===== src/rtl/sar_seq_pkg.sv =====
package sar_seq_pkg;
  typedef enum logic [1:0] {ST_IDLE, ST_WAIT, ST_CONV} st_e;
  localparam logic [1:0] SEL_RC = 2'b11;
endpackage


===== src/rtl/sar_seq_launch.sv =====
// Q4 alignment and launch delay; go_o marks the first conversion clock.
module sar_seq_launch #(
  parameter int CYC_CLKS = 8
) (
  input  logic clk_i,
  input  logic rst_ni,
  input  logic wait_i,
  input  logic q4_i,
  input  logic rc_sel_i,
  output logic go_o
);
  localparam int DLY_W = $clog2(CYC_CLKS + 2);
  localparam logic [DLY_W-1:0] DLY_OSC = DLY_W'(1);
  localparam logic [DLY_W-1:0] DLY_RC  = DLY_W'(CYC_CLKS + 1);

  logic             counting_q;
  logic [DLY_W-1:0] cnt_q;

  always_ff @(posedge clk_i or negedge rst_ni) begin
    if (!rst_ni) begin
      counting_q <= 1'b0;
      cnt_q      <= '0;
    end else if (!wait_i) begin
      counting_q <= 1'b0;
      cnt_q      <= '0;
    end else if (!counting_q && q4_i) begin
      counting_q <= 1'b1;
      cnt_q      <= rc_sel_i ? DLY_RC : DLY_OSC;
    end else if (counting_q && cnt_q != '0) begin
      cnt_q <= cnt_q - 1'b1;
    end
  end

  assign go_o = wait_i && counting_q && (cnt_q == DLY_W'(1));
endmodule


===== src/rtl/sar_seq_tick.sv =====
// Conversion clock enable: divided system clock or external RC tick.
module sar_seq_tick #(
  parameter int TAD_BASE = 4
) (
  input  logic       clk_i,
  input  logic       rst_ni,
  input  logic       run_i,
  input  logic [1:0] sel_i,
  input  logic       rc_tick_i,
  output logic       tick_o
);
  localparam int TAD_MAX = TAD_BASE << 4;
  localparam int DIV_W   = $clog2(TAD_MAX);

  logic [DIV_W-1:0] div_q;
  logic             div_hit;

  function automatic int tad_of(logic [1:0] s);
    return TAD_BASE << (2 * int'(s));
  endfunction

  assign div_hit = (int'(div_q) == tad_of(sel_i) - 1);
  assign tick_o  = run_i && ((sel_i == sar_seq_pkg::SEL_RC) ? rc_tick_i : div_hit);

  always_ff @(posedge clk_i or negedge rst_ni) begin
    if (!rst_ni)      div_q <= '0;
    else if (!run_i)  div_q <= '0;
    else if (tick_o)  div_q <= '0;
    else              div_q <= div_q + 1'b1;
  end
endmodule


===== src/rtl/sar_seq_sar.sv =====
// Successive-approximation register, MSB first.
module sar_seq_sar #(
  parameter int N_BITS = 10
) (
  input  logic              clk_i,
  input  logic              rst_ni,
  input  logic              load_i,
  input  logic              tick_i,
  input  logic              comp_i,
  output logic [N_BITS-1:0] code_o,
  output logic              last_o
);
  localparam int STEP_W = $clog2(N_BITS + 1);

  logic [STEP_W-1:0] step_q;

  always_ff @(posedge clk_i or negedge rst_ni) begin
    if (!rst_ni)     step_q <= '0;
    else if (load_i) step_q <= '0;
    else if (tick_i) step_q <= step_q + 1'b1;
  end

  assign last_o = (int'(step_q) == N_BITS - 1);

  for (genvar i = 0; i < N_BITS; i++) begin : g_bit
    localparam int RES_AT = N_BITS - 1 - i;
    localparam int SET_AT = N_BITS - 2 - i;
    always_ff @(posedge clk_i or negedge rst_ni) begin
      if (!rst_ni) begin
        code_o[i] <= 1'b0;
      end else if (load_i) begin
        code_o[i] <= (i == N_BITS - 1);
      end else if (tick_i) begin
        if (int'(step_q) == RES_AT)      code_o[i] <= comp_i;
        else if (int'(step_q) == SET_AT) code_o[i] <= 1'b1;
      end
    end
  end
endmodule


===== src/rtl/sar_seq.sv =====
module sar_seq
  import sar_seq_pkg::*;
#(
  parameter int N_BITS   = 10,
  parameter int CYC_CLKS = 8,
  parameter int TAD_BASE = 4
) (
  input  logic              clk_i,
  input  logic              rst_ni,
  input  logic              q4_i,
  input  logic [1:0]        clk_sel_i,
  input  logic              rc_tick_i,
  input  logic              start_set_i,
  input  logic              start_clr_i,
  input  logic              flag_clr_i,
  input  logic              comp_i,
  output logic [N_BITS-1:0] dac_code_o,
  output logic              sample_en_o,
  output logic [N_BITS-1:0] result_o,
  output logic              busy_o,
  output logic              flag_o
);
  st_e               state_q;
  logic [1:0]        sel_q;
  logic              go, tick, last, done, load;
  logic [N_BITS-1:0] code;
  logic [N_BITS-1:0] result_q;
  logic              flag_q;

  sar_seq_launch #(.CYC_CLKS(CYC_CLKS)) i_launch (
    .clk_i    (clk_i),
    .rst_ni   (rst_ni),
    .wait_i   (state_q == ST_WAIT),
    .q4_i     (q4_i),
    .rc_sel_i (sel_q == SEL_RC),
    .go_o     (go)
  );

  sar_seq_tick #(.TAD_BASE(TAD_BASE)) i_tick (
    .clk_i     (clk_i),
    .rst_ni    (rst_ni),
    .run_i     (state_q == ST_CONV),
    .sel_i     (sel_q),
    .rc_tick_i (rc_tick_i),
    .tick_o    (tick)
  );

  assign load = (state_q == ST_WAIT) && go && !start_clr_i;
  assign done = (state_q == ST_CONV) && tick && last && !start_clr_i;

  sar_seq_sar #(.N_BITS(N_BITS)) i_sar (
    .clk_i  (clk_i),
    .rst_ni (rst_ni),
    .load_i (load),
    .tick_i (tick && state_q == ST_CONV && !start_clr_i),
    .comp_i (comp_i),
    .code_o (code),
    .last_o (last)
  );

  always_ff @(posedge clk_i or negedge rst_ni) begin
    if (!rst_ni) begin
      state_q <= ST_IDLE;
      sel_q   <= '0;
    end else begin
      unique case (state_q)
        ST_IDLE: if (start_set_i) begin
          state_q <= ST_WAIT;
          sel_q   <= clk_sel_i;
        end
        ST_WAIT: begin
          if (start_clr_i) state_q <= ST_IDLE;
          else if (go)     state_q <= ST_CONV;
        end
        ST_CONV: if (start_clr_i || done) state_q <= ST_IDLE;
        default: state_q <= ST_IDLE;
      endcase
    end
  end

  // last tick resolves bit 0 straight from the comparator
  always_ff @(posedge clk_i or negedge rst_ni) begin
    if (!rst_ni)   result_q <= '0;
    else if (done) result_q <= {code[N_BITS-1:1], comp_i};
  end

  // hardware set wins over software clear
  always_ff @(posedge clk_i or negedge rst_ni) begin
    if (!rst_ni)         flag_q <= 1'b0;
    else if (done)       flag_q <= 1'b1;
    else if (flag_clr_i) flag_q <= 1'b0;
  end

  assign dac_code_o  = code;
  assign sample_en_o = (state_q != ST_CONV);
  assign result_o    = result_q;
  assign busy_o      = (state_q != ST_IDLE);
  assign flag_o      = flag_q;
endmodule


===== config.mk =====
export PLATFORM = sky130hd
export DESIGN_NAME = sar_seq
export DESIGN_NICKNAME = d
export VERILOG_FILES = /design/src/rtl/sar_seq_pkg.sv /design/src/rtl/sar_seq_launch.sv /design/src/rtl/sar_seq_tick.sv /design/src/rtl/sar_seq_sar.sv /design/src/rtl/sar_seq.sv
export SDC_FILE = /design/constraint.sdc
export NUM_CORES = 1
export LEC_CHECK = 0
export ABC_AREA = 1
export BUFFER_PORTS_ARGS = -buffer_cell sky130_fd_sc_hd__buf_2
export CAP_MARGIN = 0
export CORE_UTILIZATION = 50
export DETAILED_ROUTE_END_ITERATION = 6
export PLACE_DENSITY = 0.77
export SYNTH_ARGS = -nofsm -noshare
export SYNTH_HDL_FRONTEND = slang
export SYNTH_HIERARCHICAL = 1
export SYNTH_SLANG_ARGS = --single-unit

===== constraint.sdc =====
create_clock -name clk_i -period 3.4 [get_ports clk_i]
set_input_delay 0.17 -clock clk_i [delete_from_list [all_inputs] [get_ports clk_i]]
set_output_delay 0.17 -clock clk_i [all_outputs]
set_load 0.02 [all_outputs]

; Word level (Yosys, flattened, before mapping)
; Index checks and enable logic that the tools add are counted.
[op_classes]
n_addsub = 4
n_eq_ne = 20
shifts = 1
mux = 57
n_reduce_logical = 42
[op_table]
columns = op, count
row1 = 1-bit 2-to-1 mux, 44
row2 = 7-bit by 32-bit equality test with 1-bit output, 1
row3 = "3-bit by 3-bit left shift with 32-bit output, first input constant", 1
row4 = "32-bit by 2-bit subtractor with 32-bit output, second input constant", 1
row5 = 3-bit nonzero test, 9
row6 = "4-bit equality test, second input constant", 6
row7 = 4-bit 2-to-1 mux, 6
row8 = 2-bit AND reduction, 11
row9 = 6-bit 2-to-1 mux, 2
row10 = 1-bit logical AND, 11
row11 = "4-bit by 3-bit equality test with 1-bit output, second input constant", 2
row12 = 2-bit 2-to-1 mux, 4
row13 = "2-bit inequality test, second input constant", 4
row14 = 2-bit nonzero test, 4
row15 = "6-bit by 1-bit adder with 6-bit output, second input constant", 1
row16 = "3-bit inequality test, second input constant", 2
row17 = 2-bit case mux with 3 select lines, 1
row18 = "4-bit by 1-bit adder with 4-bit output, second input constant", 1
row19 = "2-bit equality test, second input constant", 2
row20 = "4-bit by 1-bit equality test with 1-bit output, second input constant", 1
row21 = "4-bit by 2-bit equality test with 1-bit output, second input constant", 1
row22 = 4-bit zero test, 1
row23 = 4-bit nonzero test, 1
row24 = "4-bit by 1-bit subtractor with 4-bit output, second input constant", 1
row25 = 5 further kinds, 6
[word_totals]
reg_bits = 40
inputBits = 10
word_cells = 142

; Depth between registers and ports, before layout
[depth]
ltp_word = 11
ltp_mapped = 18
depth_no_buf = 18

; Cells and area by module
; Netlist, hierarchy kept.
[by_module_without_submodules]
columns = module, instances, cells_per_inst, area_per_inst_um2, seq_area_each_um2
row1 = sar_seq_sar, 1, 121, 865.8, 350.3
row2 = sar_seq, 1, 81, 690.7, 375.4
row3 = sar_seq_tick, 1, 59, 412.9, 150.1
row4 = sar_seq_launch, 1, 45, 327.8, 125.1

; Least setup slack after synthesis
; Ideal clock, no wire load.
[synth_path]
path_kind = reg-to-reg
from = reg sel_q[1]
to = reg i_sar.code_o[5]
setup_ns = 0.117
t_arrival_ns = 2.086
setup_slack_ns = 1.196
path_stages_with_launch = 19
n_path_buf = 1
path_cell_list = dfrtp_1 -> inv_2 -> nand2_1 -> ha_1 -> inv_1 -> nand2_1 -> nand2_1 -> nand2_1 -> nor2_1 -> nand2_2 -> a21boi_1 -> nand2_1 -> nor2_1 -> inv_1 -> nand2_1 -> buf_6 -> nand2_1 -> nand2_1 -> nand2_1
[synth_between]
elab_chain_cells = 9
elab_cells_between_ends = 10
cone_classes = 1 x add/sub / 2 x eq/ne / 1 x shift / 1 x mux / 5 x reduce/logical
[synth_lines]
columns = item, line_no
row1 = from (decl), sar_seq.sv:24  ; logic [1:0] sel_q;
row2 = from (signal assigned), sar_seq.sv:69  ; sel_q <= clk_sel_i;
row3 = 3-bit by 3-bit left shift with 32-bit output, sar_seq_tick.sv:19  ; return TAD_BASE << (2 * int'(s));
row4 = 32-bit by 2-bit subtractor with 32-bit output, sar_seq_tick.sv:22  ; assign div_hit = (int'(div_q) == tad_of(sel_i) - 1);
row5 = 7-bit by 32-bit equality test with 1-bit output, sar_seq_tick.sv:22
row6 = 1-bit 2-to-1 mux (*), sar_seq_tick.sv:23  ; assign tick_o = run_i && ((sel_i == sar_seq_pkg::SEL_RC) ? rc_tick_i : div_hit);
row7 = 1-bit logical AND (*), sar_seq_tick.sv:23
row8 = named net tick, sar_seq.sv:25  ; logic go, tick, last, done, load;
row9 = 1-bit logical AND (*) (2 in series), sar_seq.sv:55  ; .tick_i (tick && state_q == ST_CONV && !start_clr_i),
row10 = 2-bit nonzero test (no line) (*), --
row11 = 2-bit AND reduction (no line) (*), --
row12 = "to (signal, indexed assignment)", sar_seq_sar.sv:32  ; code_o[i] <= (i == N_BITS - 1);
row13 = to (decl), sar_seq_sar.sv:10  ; output logic [N_BITS-1:0] code_o,
; Mark *: on every way through the listed nets, which the timed path passes. The rest lies on a longest branch.
; A chain may end at the register's enable or synchronous reset.

; Final worst setup path
[layout_path]
from = reg sel_q[1]
to = reg i_sar.code_o[8]
; The elaborated chain is that of the path after synthesis.

==> results_dict.tcl <==
set metrics [dict create \
    status "finished, violations left" \
    violations "hold timing" \
    critPathMaxFanout 12 \
    drc 0 \
    die_height_um 69.8 \
    dr.pass1.iters 4 \
    start_util_pct 52.4 \
    final.period_utilization_pct 80.3 \
    antenna_left 0 \
    synth_cell_types 24 \
    grt_pass1_vias 1920 \
    numPortBuffers 32 \
    power_density_nw_per_um2 586 \
    maxSlewViolCount 0 \
    drive_above_1_share_pct 20.3 \
    final_common_cell "nand2_1" \
    finalSetupViolations 0 \
    syn_inst 306 \
    wl_per_cell_um 11.8 \
    tightest_slew_ns 0.896 \
    viasPerCell 5.13 \
    ys_ff_latch 40 \
    slew-limit-headroom_pct 40.3 \
    ff2ff_path_depth 18 \
    clk_pin_slew_ns 0.08 \
    p_comb_share_pct 36.7 \
    synth_area_sq_um 2300 \
    clkPwrFrac_pct 20.6 \
    place_hpwl_um 3460 \
    synthToLayoutAreaGrowth_pct 11.2 \
    cts-root-buf "clkbuf_8" \
    yosysWarnings 6 \
    io_pins 33 \
    layout_min_cycle_time_ns 2.73 \
    peakVddDrop_uv 258 \
    min_path_type "primary input to async pin" \
    vias 2009 \
    critical_path.endpoint_type "flop" \
    grt_max_degree 41 \
    switchingPower_uw 607 \
    fin_skew_ns 0.0108 \
    finalSetupTns_ns 0 \
    seq_area_sq_um 1000 \
    cts-buffers-inserted 5 \
    syn_avg_cell_area_sq_um 7.51 \
    multi_input_area_sq_um 1100 \
    grt-ovfl-total 0 \
    routed_wl_um 4620 \
    intPower_uw 890 \
    antenna_found_initial 0 \
    arrival_ns 2.96 \
    ctsResizeCount 0 \
    synth_nets 325 \
    required_ns 3.63 \
    synth-seq-area-share_pct 43.6 \
    cts_hold_buf 0 \
    cts_buffer_depth 2 \
    track_usage_pct 21.4 \
    clkLatencyLatePin_ns 0.30 \
    fmax_ghz 0.366 \
    n_fill_cell 410 \
    die_w_um 69.8 \
    worst_hold_slack_ns -0.00132 \
    final_hold_viol_count 1 \
    die-area_sq_um 4870 \
    gp_congestion 0.843 \
    numClockSinks 40 \
    crit_path_start_kind "flop" \
    nNetsFinal 358 \
    power.leakage_nw 1.47 \
    cts.htree.levels 2 \
    grt_pass1_wl_um 8370 \
    rsz0062_at_grt "no" \
    cts_tree "done" \
    layout_common_cells "nand2_1 (100), nand3_1 (42), dfrtp_1 (40)" \
    post_cts_buffers 0 \
    drv_cap 0 \
    core.rowCount 24 \
    worstSetupPathType "flop to flop" \
    drtIter0Drc 75 \
    diodes 0 \
    swShare_pct 40.5 \
    pwr-share-seq_pct 42.8 \
    core-area_sq_um 4380 \
]
through the flow:
step	std cells	setup slack, ns	total power [mW]	utilization [%]	cell area (sq um)
after global placement	384	0.826	1.18	56.3	2470
final	392	0.671	1.50	58.3	2550
after CTS	392	0.674	1.51	58.3	2550
after detailed placement	384	0.697	1.20	56.3	2470
after global routing	392	0.256	1.63	58.3	2550
after floorplan	306	1.20	1.06	-	2300
cells by family after synthesis:
family                   after synthesis  synth area share (%)
XOR/XNOR                               3                  1.14
buffers and inverters                 44                  8.61
adder cells (fa/ha/maj)                9                  4.90
AND/OR/NAND/NOR                      195                  37.9
flip-flops                            40                  43.6
AO/OA/AOI/OAI                         15                  3.87
state kept, by name, summed over array words and instances, names as in the netlist:
register             cells
i_sar/code_o            10
result_o                10
i_tick/div_q             6
i_launch/cnt_q           4
i_sar/step_q             4
sel_q                    2
state_q                  2
flag_o                   1
i_launch/counting_q      1
path summary, 6_finish.rpt:
path | from | endpoint | slack [ns]
max | sel_q[1] | i_sar/code_o[8] | 0.67
min | rst_ni | i_sar/code_o[7] | -0.001
max reg2reg | sel_q[1] | i_sar/code_o[8] | 0.67
min reg2reg | i_tick/div_q[0] | i_tick/div_q[0] | 0.46
max in group asynchronous | rst_ni | i_sar/code_o[8] | 2.85
min in group clk_i | flag_clr_i | flag_o | 0.05
worst max-delay path: stages (launching register included):
cell and delay (ns):
dfrtp_1 0.45, inv_2 0.09, nand2_1 0.05, ha_1 0.30
inv_1 0.06, nand2_1 0.04, nand2_1 0.05, nand2_1 0.04
nor2_1 0.11, nand2_2 0.08, a21boi_1 0.16, nand2_1 0.07
nor2_1 0.28, inv_1 0.10, nand2_1 0.32, nand3_1 0.21
nand3_1 0.12, nand2_1 0.07, nand2_1 0.05
cells in the mapped netlist:
master    number  share of area, %
nor2_4         2              0.98
a21boi_1       1              0.33
o22ai_1        1              0.27
nor3_2         1              0.44
dfrtp_1       40                44
nand4_1        3              0.82
a21oi_1        5               1.1
nand3_2        4               1.7
o211ai_1       1              0.33
nor2_1        29               4.7
nand2_2        8               2.2
nor3_1         2              0.44
o21ai_0        5               1.1
o21ai_2        1              0.38
buf_6          4               2.0
xor2_1         3               1.1
inv_2          8               1.3
nor2_2         4               1.1
inv_1         30               4.9
nand2_1      100                16
a21oi_2        1              0.38
nand3_1       42               9.2
ha_1           9               4.9
buf_2          2              0.44
power groups by stage:
stage	Clock (mW)	Sequential [mW]	Combinational, mW
after detailed placement	0	0.649	0.547
final	0.308	0.640	0.549
after CTS	0.319	0.640	0.551
after global placement	0	0.645	0.535
after global routing	0.343	0.654	0.637
after floorplan	0	0.667	0.389
cell type report:
type | instances | share of cell area [%]
sequential | 40 | 39.2
tap | 52 | 2.55
clock buffer | 5 | 2.69
inverter | 38 | 5.58
timing repair buffer | 32 | 6.27
clock inverter | 3 | 0.735
multi-input combinational | 222 | 43.0
routing by layer:
metal	vias to the layer above	wire (um)	track usage (%)
li1	1026	-	-
met1	932	2160	26.6
met2	44	2210	36.5
met3	7	195	4.51
met4	0	63	7.78
met5	-	0	0
Note: power is estimated with default switching activity, not from simulation.
